### src/rtl/nand16_pkg.sv
package nand16_pkg;
  localparam int DEV_W = 16;
  localparam int LANE_W = 8;

  typedef enum logic [1:0] {
    SZ_BYTE = 2'b00,
    SZ_HALF = 2'b01,
    SZ_WORD = 2'b10
  } acc_size_e;

  localparam logic [LANE_W-1:0] PAD_BYTE = 8'hFF;
endpackage

### src/rtl/nand16_loc_ctr.sv
module nand16_loc_ctr #(
  parameter int LOC_W = 16
) (
  input  logic             clk,
  input  logic             rst_n,
  input  logic             step,
  output logic [LOC_W-1:0] loc
);
  always_ff @(posedge clk) begin
    if (!rst_n) loc <= '0;
    else if (step) loc <= loc + 1'b1;
  end


  loc_step_chk: assert property (@(posedge clk) disable iff (!rst_n)
    step |=> loc == $past(loc) + 1'b1);

  loc_hold_chk: assert property (@(posedge clk) disable iff (!rst_n)
    !step |=> $stable(loc));
endmodule

### src/rtl/nand16_wr_lanes.sv
module nand16_wr_lanes
  import nand16_pkg::*;
#(
  parameter int HOST_W = 32,
  parameter int BEAT_W = 1
) (
  input  acc_size_e          size,
  input  logic               lane,
  input  logic [BEAT_W-1:0]  beat,
  input  logic [HOST_W-1:0]  wdata,
  output logic [DEV_W-1:0]   dev_word
);
  always_comb begin
    if (size == SZ_BYTE)
      dev_word = lane ? {wdata[LANE_W-1:0], PAD_BYTE} : {PAD_BYTE, wdata[LANE_W-1:0]};
    else
      dev_word = wdata[int'(beat)*DEV_W +: DEV_W];
  end
endmodule

### src/rtl/nand16_rd_lanes.sv
module nand16_rd_lanes
  import nand16_pkg::*;
(
  input  logic              is_wr,
  input  acc_size_e         size,
  input  logic              lane,
  input  logic [DEV_W-1:0]  bus_word,
  input  logic [DEV_W-1:0]  wr_word,
  output logic [DEV_W-1:0]  host_part,
  output logic [DEV_W-1:0]  ecc_word
);
  logic [LANE_W-1:0] picked;

  assign picked = lane ? bus_word[DEV_W-1:LANE_W] : bus_word[LANE_W-1:0];

  always_comb begin
    host_part = bus_word;
    ecc_word  = bus_word;
    if (is_wr) begin
      ecc_word = wr_word;
    end else if (size == SZ_BYTE) begin
      host_part = {{(DEV_W-LANE_W){1'b0}}, picked};
      ecc_word  = lane ? {picked, PAD_BYTE} : {PAD_BYTE, picked};
    end
  end
endmodule

### src/rtl/nand16_seq.sv
module nand16_seq
  import nand16_pkg::*;
#(
  parameter int HOST_W = 32,
  parameter int BEATS  = HOST_W / DEV_W,
  parameter int BEAT_W = (BEATS > 1) ? $clog2(BEATS) : 1
) (
  input  logic               clk,
  input  logic               rst_n,
  input  logic               hreq_valid,
  output logic               hreq_ready,
  input  logic               hreq_write,
  input  logic [1:0]         hreq_size,
  input  logic               hreq_lane,
  input  logic [HOST_W-1:0]  hreq_wdata,
  output logic               dev_req,
  input  logic               dev_ack,
  output logic               dev_we,
  output acc_size_e          cur_size,
  output logic               cur_lane,
  output logic [BEAT_W-1:0]  cur_beat,
  output logic [HOST_W-1:0]  cur_wdata,
  input  logic [DEV_W-1:0]   host_part,
  output logic               cyc_done,
  output logic               hrsp_valid,
  output logic [HOST_W-1:0]  hrsp_rdata
);
  typedef enum logic {ST_IDLE, ST_BUSY} st_e;
  localparam logic [BEAT_W-1:0] LAST_WORD_BEAT = BEAT_W'(BEATS - 1);

  st_e               state;
  logic              is_wr;
  logic [BEAT_W-1:0] last_beat;
  logic              accept;

  assign hreq_ready = (state == ST_IDLE);
  assign accept     = hreq_valid && hreq_ready;
  assign dev_req    = (state == ST_BUSY);
  assign dev_we     = dev_req && is_wr;
  assign cyc_done   = dev_req && dev_ack;
  assign last_beat  = (cur_size == SZ_WORD) ? LAST_WORD_BEAT : '0;

  always_ff @(posedge clk) begin
    if (!rst_n) begin
      state      <= ST_IDLE;
      is_wr      <= 1'b0;
      cur_size   <= SZ_BYTE;
      cur_lane   <= 1'b0;
      cur_beat   <= '0;
      cur_wdata  <= '0;
      hrsp_valid <= 1'b0;
      hrsp_rdata <= '0;
    end else begin
      hrsp_valid <= 1'b0;
      if (accept) begin
        state      <= ST_BUSY;
        is_wr      <= hreq_write;
        cur_size   <= acc_size_e'(hreq_size);
        cur_lane   <= hreq_lane;
        cur_beat   <= '0;
        cur_wdata  <= hreq_wdata;
        hrsp_rdata <= '0;
      end else if (cyc_done) begin
        if (!is_wr) hrsp_rdata[int'(cur_beat)*DEV_W +: DEV_W] <= host_part;
        if (cur_beat == last_beat) begin
          state      <= ST_IDLE;
          hrsp_valid <= 1'b1;
        end else begin
          cur_beat <= cur_beat + 1'b1;
        end
      end
    end
  end


  legal_size_chk: assert property (@(posedge clk) disable iff (!rst_n)
    hreq_valid |-> hreq_size != 2'b11);

  ack_in_cycle_chk: assert property (@(posedge clk) disable iff (!rst_n)
    dev_ack |-> dev_req);

  req_hold_chk: assert property (@(posedge clk) disable iff (!rst_n)
    dev_req && !dev_ack |=> dev_req && $stable(dev_we) && $stable(cur_beat));

  no_accept_busy_chk: assert property (@(posedge clk) disable iff (!rst_n)
    !(hreq_ready && dev_req));

  rsp_pulse_chk: assert property (@(posedge clk) disable iff (!rst_n)
    hrsp_valid |=> !hrsp_valid);

  rsp_after_ack_chk: assert property (@(posedge clk) disable iff (!rst_n)
    hrsp_valid |-> $past(cyc_done));
endmodule

### src/rtl/nand16_access_adapter.sv
module nand16_access_adapter
  import nand16_pkg::*;
#(
  parameter int HOST_W = 32,
  parameter int LOC_W  = 16
) (
  input  logic               clk,
  input  logic               rst_n,
  input  logic               hreq_valid,
  output logic               hreq_ready,
  input  logic               hreq_write,
  input  logic [1:0]         hreq_size,
  input  logic               hreq_lane,
  input  logic [HOST_W-1:0]  hreq_wdata,
  output logic               hrsp_valid,
  output logic [HOST_W-1:0]  hrsp_rdata,
  output logic               dev_req,
  input  logic               dev_ack,
  output logic               dev_we,
  output logic [LOC_W-1:0]   dev_loc,
  output logic [15:0]        dev_wdata,
  input  logic [15:0]        dev_rdata,
  output logic               ecc_valid,
  output logic [15:0]        ecc_data
);
  localparam int BEATS  = HOST_W / DEV_W;
  localparam int BEAT_W = (BEATS > 1) ? $clog2(BEATS) : 1;

  acc_size_e          cur_size;
  logic               cur_lane;
  logic [BEAT_W-1:0]  cur_beat;
  logic [HOST_W-1:0]  cur_wdata;
  logic [DEV_W-1:0]   host_part;
  logic               cyc_done;

  nand16_seq #(.HOST_W(HOST_W), .BEATS(BEATS), .BEAT_W(BEAT_W)) u_seq (
    .clk(clk), .rst_n(rst_n),
    .hreq_valid(hreq_valid), .hreq_ready(hreq_ready), .hreq_write(hreq_write),
    .hreq_size(hreq_size), .hreq_lane(hreq_lane), .hreq_wdata(hreq_wdata),
    .dev_req(dev_req), .dev_ack(dev_ack), .dev_we(dev_we),
    .cur_size(cur_size), .cur_lane(cur_lane), .cur_beat(cur_beat),
    .cur_wdata(cur_wdata), .host_part(host_part), .cyc_done(cyc_done),
    .hrsp_valid(hrsp_valid), .hrsp_rdata(hrsp_rdata)
  );

  nand16_wr_lanes #(.HOST_W(HOST_W), .BEAT_W(BEAT_W)) u_wr (
    .size(cur_size), .lane(cur_lane), .beat(cur_beat),
    .wdata(cur_wdata), .dev_word(dev_wdata)
  );

  nand16_rd_lanes u_rd (
    .is_wr(dev_we), .size(cur_size), .lane(cur_lane),
    .bus_word(dev_rdata), .wr_word(dev_wdata),
    .host_part(host_part), .ecc_word(ecc_data)
  );

  nand16_loc_ctr #(.LOC_W(LOC_W)) u_loc (
    .clk(clk), .rst_n(rst_n), .step(cyc_done), .loc(dev_loc)
  );

  assign ecc_valid = cyc_done;


  byte_pad_wr_chk: assert property (@(posedge clk) disable iff (!rst_n)
    dev_we && cur_size == SZ_BYTE |->
      (cur_lane ? dev_wdata[7:0] : dev_wdata[15:8]) == PAD_BYTE);

  byte_pad_ecc_chk: assert property (@(posedge clk) disable iff (!rst_n)
    ecc_valid && !dev_we && cur_size == SZ_BYTE |->
      (cur_lane ? ecc_data[7:0] : ecc_data[15:8]) == PAD_BYTE);

  ecc_wr_match_chk: assert property (@(posedge clk) disable iff (!rst_n)
    ecc_valid && dev_we |-> ecc_data == dev_wdata);

  wdata_hold_chk: assert property (@(posedge clk) disable iff (!rst_n)
    dev_req && !dev_ack |=> $stable(dev_wdata));
endmodule

### config.mk
export PLATFORM = sky130hd
export DESIGN_NAME = nand16_access_adapter
export DESIGN_NICKNAME = d
export VERILOG_FILES = /design/src/rtl/nand16_pkg.sv /design/src/rtl/nand16_loc_ctr.sv /design/src/rtl/nand16_wr_lanes.sv /design/src/rtl/nand16_rd_lanes.sv /design/src/rtl/nand16_seq.sv /design/src/rtl/nand16_access_adapter.sv
export SDC_FILE = /design/constraint.sdc
export NUM_CORES = 1
export LEC_CHECK = 0
export ABC_AREA = 1
export BUFFER_PORTS_ARGS = -buffer_cell sky130_fd_sc_hd__buf_2
export CAP_MARGIN = 20
export CORE_MARGIN = 10
export CORE_UTILIZATION = 45
export DETAILED_ROUTE_END_ITERATION = 10
export GPL_TIMING_DRIVEN = 0
export PLACE_DENSITY = 0.72
export SLEW_MARGIN = 20
export SYNTH_ARGS = -nofsm -noshare
export SYNTH_HDL_FRONTEND = slang
export SYNTH_SLANG_ARGS = --single-unit
export TNS_END_PERCENT = 50
### constraint.sdc
create_clock -name clk -period 1.81 [get_ports clk]
set_input_delay 0.0905 -clock clk [delete_from_list [all_inputs] [get_ports clk]]
set_output_delay 0.0905 -clock clk [all_outputs]
set_load 0.005 [all_outputs]
Word level (Yosys, flattened, before mapping)
Index checks and enable logic that the tools add are counted.
Widths: inputs -> output; s select.
{"block": "word_totals", "ff_bits": 87, "latch_bits": 0, "mem_bits_rw": 0, "rom_bits": 0, "inputBits": 56, "output_inout_bits": 85, "wordCells": 47, "mem_count": 0}
{"block": "classes", "add_sub_neg": 3, "n_mul": 0, "div": 0, "n_lt_le_gt_ge": 0, "eq_ne": 2, "n_shift": 3, "n_mux": 14, "bitwise_logic": 5, "reduce_logical": 11}
{"operator": "$mux 16", "count": 7}
{"operator": "$neg 5->33", "count": 1}
{"operator": "$shift 16x33->32 const A", "count": 1}
{"operator": "$shiftx 16x33->32", "count": 1}
{"operator": "$bwmux 32", "count": 1}
{"operator": "$shiftx 32x6->16", "count": 1}
{"operator": "$add 16x1->16 const B", "count": 1}
{"operator": "$mux 8", "count": 1}
{"operator": "$reduce_and 2->1", "count": 3}
{"operator": "$mux 1", "count": 5}
{"operator": "$not 1->1", "count": 5}
{"operator": "$reduce_bool 2->1", "count": 2}
{"operator": "$logic_and 1x1->1", "count": 3}
{"operator": "$reduce_or 3->1", "count": 1}
{"operator": "$eq 2x2->1 const B", "count": 1}
{"operator": "$logic_not 2->1", "count": 1}
{"operator": "$reduce_or 2->1", "count": 1}
{"operator": "$add 1x1->1 const B", "count": 1}
{"operator": "$eq 1x1->1", "count": 1}

Logic depth before layout (Yosys ltp)
{"block": "depth", "depth_word": 6, "depth_mapped": 8}

By module
Synthesis repeated with hierarchy kept, for this count alone.
{"block": "unflattened", "hier_cells": 733, "area_unflattened_um2": 4636.9}
{"mod": "nand16_seq", "n_inst": 1, "cells_each": 402, "area_per_inst_um2": 2812.7, "seq_area_each_um2": 1421.4}
{"mod": "nand16_loc_ctr", "n_inst": 1, "cells_each": 126, "area_per_inst_um2": 845.8, "seq_area_each_um2": 320.3}
{"mod": "nand16_wr_lanes", "n_inst": 1, "cells_each": 105, "area_per_inst_um2": 505.5, "seq_area_each_um2": 0.0}
{"mod": "nand16_rd_lanes", "n_inst": 1, "cells_each": 100, "area_per_inst_um2": 473.0, "seq_area_each_um2": 0.0}

Least setup slack after synthesis
Ideal clock, no wire load.
{"block": "synth_timing", "kind": "register to register", "from": "reg u_seq.state, in the netlist u_seq.dev_req", "to": "reg u_seq.hrsp_rdata[0]", "t_arrival_ns": 1.197, "setup_slack_ns": 0.504, "stages_incl_launch_ff": 7, "n_path_buf": 1, "synth_period_minus_slack_ns": 1.306, "cell_sequence": "dfxtp_1 -> nand2_2 -> nor3_4 -> buf_4 -> o211ai_1 -> nand2_1 -> inv_1"}
{"block": "synth_via", "elab_chain_len": 4, "word_cells_on_any_way": 9, "classes_between": "shift: 1; mux: 2; bitwise: 1; reduce/logical: 5"}
{"element": "from (decl)", "line_no": "nand16_seq.sv:31", "text": "st_e state;"}
{"element": "from (signal assigned)", "line_no": "nand16_seq.sv:45", "text": "state <= ST_IDLE;"}
{"element": "from (signal assigned)", "line_no": "nand16_seq.sv:56", "text": "state <= ST_BUSY;"}
{"element": "from (signal assigned)", "line_no": "nand16_seq.sv:66", "text": "state <= ST_IDLE;"}
{"element": "$logic_and 1x1->1", "line_no": "nand16_seq.sv:39", "text": "assign dev_we = dev_req && is_wr;"}
{"element": "$mux 16", "line_no": "nand16_rd_lanes.sv:19", "text": "if (is_wr) begin"}
{"element": "$shiftx 16x33->32", "line_no": "nand16_seq.sv:64", "text": "if (!is_wr) hrsp_rdata[int'(cur_beat)*DEV_W +: DEV_W] <= host_part;"}
{"element": "$bwmux 32", "line_no": "nand16_seq.sv:64"}
{"element": "to (signal, indexed assignment)", "line_no": "nand16_seq.sv:64"}
{"element": "to (decl)", "line_no": "nand16_seq.sv:26", "text": "output logic [HOST_W-1:0] hrsp_rdata"}
Several ways; a longest one is shown, not always the timed one.
A chain may end at the register's enable or synchronous reset.

Final worst setup path
{"block": "layout_timing", "from": "reg u_seq.cur_size[1]", "to": "out ecc_data[11]"}
{"block": "layout_via", "elab_chain_len": 3, "word_cells_on_any_way": 4, "classes_between": "mux: 3; reduce/logical: 1"}
{"element": "from (decl)", "line_no": "nand16_seq.sv:19", "text": "output acc_size_e cur_size,"}
{"element": "from (signal assigned)", "line_no": "nand16_seq.sv:58", "text": "cur_size <= acc_size_e'(hreq_size);"}
{"element": "$logic_not 2->1 *", "line_no": "nand16_wr_lanes.sv:14, nand16_rd_lanes.sv:21"}
{"element": "$mux 16, on equally long branches", "line_no": "nand16_rd_lanes.sv:21, nand16_wr_lanes.sv:14"}
{"element": "$mux 16 *", "line_no": "nand16_rd_lanes.sv:19"}
{"element": "to (decl)", "line_no": "nand16_access_adapter.sv:24", "text": "output logic [15:0] ecc_data"}
Every way passes the cells marked *; elsewhere a longest branch is shown, timed or not.

==> impl_metrics.py <==
metrics = {
    "synthesis": {
        "synth_mux_area_share_pct": 0,
        "synth_cells": 585,
        "synth_compound_area_share_pct": 20.9,
        "yosys.area_share.simple_pct": 25.8,
        "synth.avg_cell_area_um2": 6.96,
        "synth-xor-area-share_pct": 0.430,
        "synth_warnings": 0,
        "synthesis.area_um2": 4070,
        "syn_nets": 642,
        "yosysSeqAreaShare_pct": 42.8,
        "synthAdderAreaFrac_pct": 0.307,
        "synth_cell_type_count": 31,
        "ys_ff_latch": 87,
        "synth_top_family_by_area": "simple AND/OR/NAND/NOR gates",
    },
    "power": {
        "power.switching_mw": 1.28,
        "p_clk_share_pct": 34.9,
        "p_int_mw": 3.20,
        "vdd_drop_max_mv": 0.383,
        "power_density_nw_per_um2": 847,
        "p_total_mw": 4.48,
        "p_sw_share_pct": 28.6,
        "pwr-share-seq_pct": 46.4,
        "combPwrFrac_pct": 18.7,
        "p_leak_nw": 2.64,
    },
    "cells_and_area": {
        "fill_cells": 853,
        "diodes": 0,
        "fin_nets": 801,
        "drive_gt1_share_pct": 27.0,
        "areaGrowthSynthToFinish_pct": 29.9,
        "multi_input_area_um2": 1980,
        "final_cell_mix": "nor2_1 (165), buf_2 (141), dfxtp_1 (83), o21ai_0 (61), inv_1 (59)",
        "regArea_um2": 1750,
        "layout_commonest_cell": "nor2_1",
    },
    "cts": {
        "h-tree-depth": 3,
        "cts.sinks": 87,
        "cts_buffers": 9,
        "clk_path_buf_depth": 2,
        "clkLatencyLatePin_ns": 0.35,
        "root_buffer": "clkbuf_8",
        "clkTransAtPathRegs_ns": 0.08,
        "cts_tree": "yes",
    },
    "die": {
        "rows": 34,
        "die-height_um": 115,
        "die_area_um2": 13200,
        "core_um2": 8760,
        "die_x_um": 115,
        "initial_utilization_pct": 46.4,
        "io_pins": 141,
    },
    "drt": {
        "drcViolationCount": 0,
        "wirelength_mm": 13.3,
        "post_drt_wl_per_cell_um": 15.5,
        "ant_nets": 0,
        "drtPass1Iterations": 5,
        "via_count": 4426,
        "drt_iter0_markers": 257,
        "vias_per_cell": 5.16,
    },
    "global_route": {
        "grt_pass1_vias": 4300,
        "grt_max_degree": 15,
        "grt_overflow": 0,
        "grt_pass1_wl_mm": 21.0,
        "antenna_found_initial": 0,
        "track_usage_pct": 19.6,
    },
    "worst_setup_path": {
        "rrSetupSlack_ns": 0.29,
        "crit_path_start_kind": "register",
        "timing.rr.end": "u_seq.hrsp_rdata[21]",
        "arrival_ns": 1.66,
        "crit_required_ns": 1.72,
        "worstPathMaxFanout": 10,
        "critPathKind": "reg -> out",
        "cp-end-kind": "primary output",
        "rr_worst_depth": 8,
        "crit-reg2reg-launch": "u_seq.dev_req",
    },
    "timing": {
        "clock_skew_ns": 0.00768,
        "max_freq_mhz": 572,
        "hold_viol_final": 0,
        "slew_headroom_pct": 70.8,
        "post-route-period-util_pct": 96.6,
        "maxSlewViolCount": 0,
        "tns_ns": 0,
        "worst_slew_pin_slew_ns": 0.439,
        "finalCriticalPeriod_ns": 1.75,
        "finalSetupViolations": 0,
        "rsz0062_at_grt": "yes",
    },
    "placement": {
        "place.gp.congestion": 0.905,
        "port_buffers": 139,
        "hpwl_mm": 10.7,
    },
    "worst_hold_path": {
        "whs_path_depth": 3,
        "hold_end": "u_seq.cur_wdata[1]",
        "hp-class": "in -> reg",
        "min_from": "hreq_wdata[1]",
    },
    "job": {
        "drv_cap": 0,
    },
    "outcome": {
        "status": "finished, final reports clean",
    },
}
area by class of cell:
type                    instances  share of cell area [%]
well taps                     108                    2.56
clock buffers                  12                    2.93
inverters                      65                    4.61
plain buffers                  26                    3.01
multi-input cells             406                    37.5
repair buffers                149                    14.9
clock inverters                 4                    1.47
flip-flops and latches         87                    33.0
per-layer routing:
layer  routed length, um  global-route usage [%]  vias up
met5                   0                       0        -
met1                5790                    24.1     1999
met4                 183                    5.20        0
li1                    -                       -     2210
met3                1250                    5.78       22
met2                6100                    32.6      195
cell usage after synthesis:
cell,count,area [um2]
a21oi_2,1,8.76
clkbuf_1,13,48.8
a22oi_1,1,7.51
nor3_1,2,10.0
ha_1,1,12.5
nand2_1,56,210
o21bai_1,1,7.51
a31oi_1,1,6.26
nor2_2,1,6.26
a21oi_1,17,85.1
xor2_1,2,17.5
inv_2,5,18.8
buf_6,6,67.6
nor2_4,1,11.3
o21ai_0,63,315
nor3b_1,1,7.51
inv_1,60,225
buf_2,3,15.0
dfxtp_1,87,1740
nand3_1,6,30.0
nand2_2,6,37.5
nand4_1,7,43.8
buf_4,1,7.51
o22ai_1,9,56.3
nor2_1,166,623
o21a_1,10,75.1
o21ai_1,34,170
buf_1,4,15.0
nor2_8,1,20.0
o211ai_1,16,120
nor3_4,3,48.8
power groups by stage:
| stage | clock [mW] | combinational [mW] | sequential (mW) |
|---|---|---|---|
| floorplan | 0 | 0.435 | 2.10 |
| global placement | 0 | 0.757 | 2.11 |
| detailed placement | 0 | 0.768 | 2.11 |
| CTS | 1.58 | 0.795 | 2.07 |
| global route | 1.67 | 0.920 | 2.09 |
| finish | 1.56 | 0.837 | 2.08 |
worst max-delay path, cell delays in order (launching register included):
cell and delay (ns):
dfxtp_1 0.32, nor2_2 0.13, buf_4 0.18, o21ai_0 0.12, o21ai_1 0.21, nor2_1 0.09, a21oi_1 0.12, buf_2 0.14
state kept, by name, indices dropped and copies added (netlist names):
register,flops
u_seq.cur_beat,1
u_seq.cur_wdata,32
u_seq.hrsp_valid,1
u_seq.dev_req,1
u_seq.is_wr,1
u_seq.cur_size,2
u_loc.loc,16
u_seq.cur_lane,1
u_seq.hrsp_rdata,32
worst max path at each step:
stage / start / to / slack [ns] / depth (start not counted)
2_1_floorplan: u_seq.dev_req / u_seq.hrsp_rdata[0] / 0.50 / 6
3_3_place_gp: u_seq.cur_size[1] / ecc_data[4] / 0.16 / 7
3_5_place_dp: u_seq.cur_beat / ecc_data[14] / 0.14 / 7
4_1_cts: u_seq.dev_req / ecc_data[1] / 0.004 / 5
5_1_grt: u_seq.cur_size[1] / ecc_data[11] / -0.02 / 7
6_report: u_seq.cur_size[1] / ecc_data[11] / 0.06 / 7
timing repair:
action,CTS,global route
hold endpoints to repair,6,0
hold buffers,6,0
setup endpoints to repair,27,16
pin swaps,1,3
resized for setup,9,18
setup buffers,1,3
logic make-up (layout without fill, tap and decap cells):
group / Yosys count / count (layout)
buffers and inverters: 92 / 256
adder cells (fa/ha/maj): 1 / 1
flip-flops: 87 / 87
XOR/XNOR: 2 / 2
AND/OR/NAND/NOR: 250 / 250
AO/OA/AOI/OAI: 153 / 153
through the flow:
stage / area [um2] / std cells / setup WS, ns / utilization, % / hold slack, ns
floorplan: 4070 / 585 / 0.504 / - / 0.257
global placement: 4900 / 832 / 0.159 / 55.9 / 0.341
CTS: 5220 / 854 / 0.00442 / 59.6 / 0.000256
global route: 5290 / 857 / -0.0179 / 60.3 / 0.0146
detailed placement: 4900 / 832 / 0.137 / 55.9 / 0.355
finish: 5290 / 857 / 0.0607 / 60.3 / 0.00493
Power figures use the tool's default switching activity.
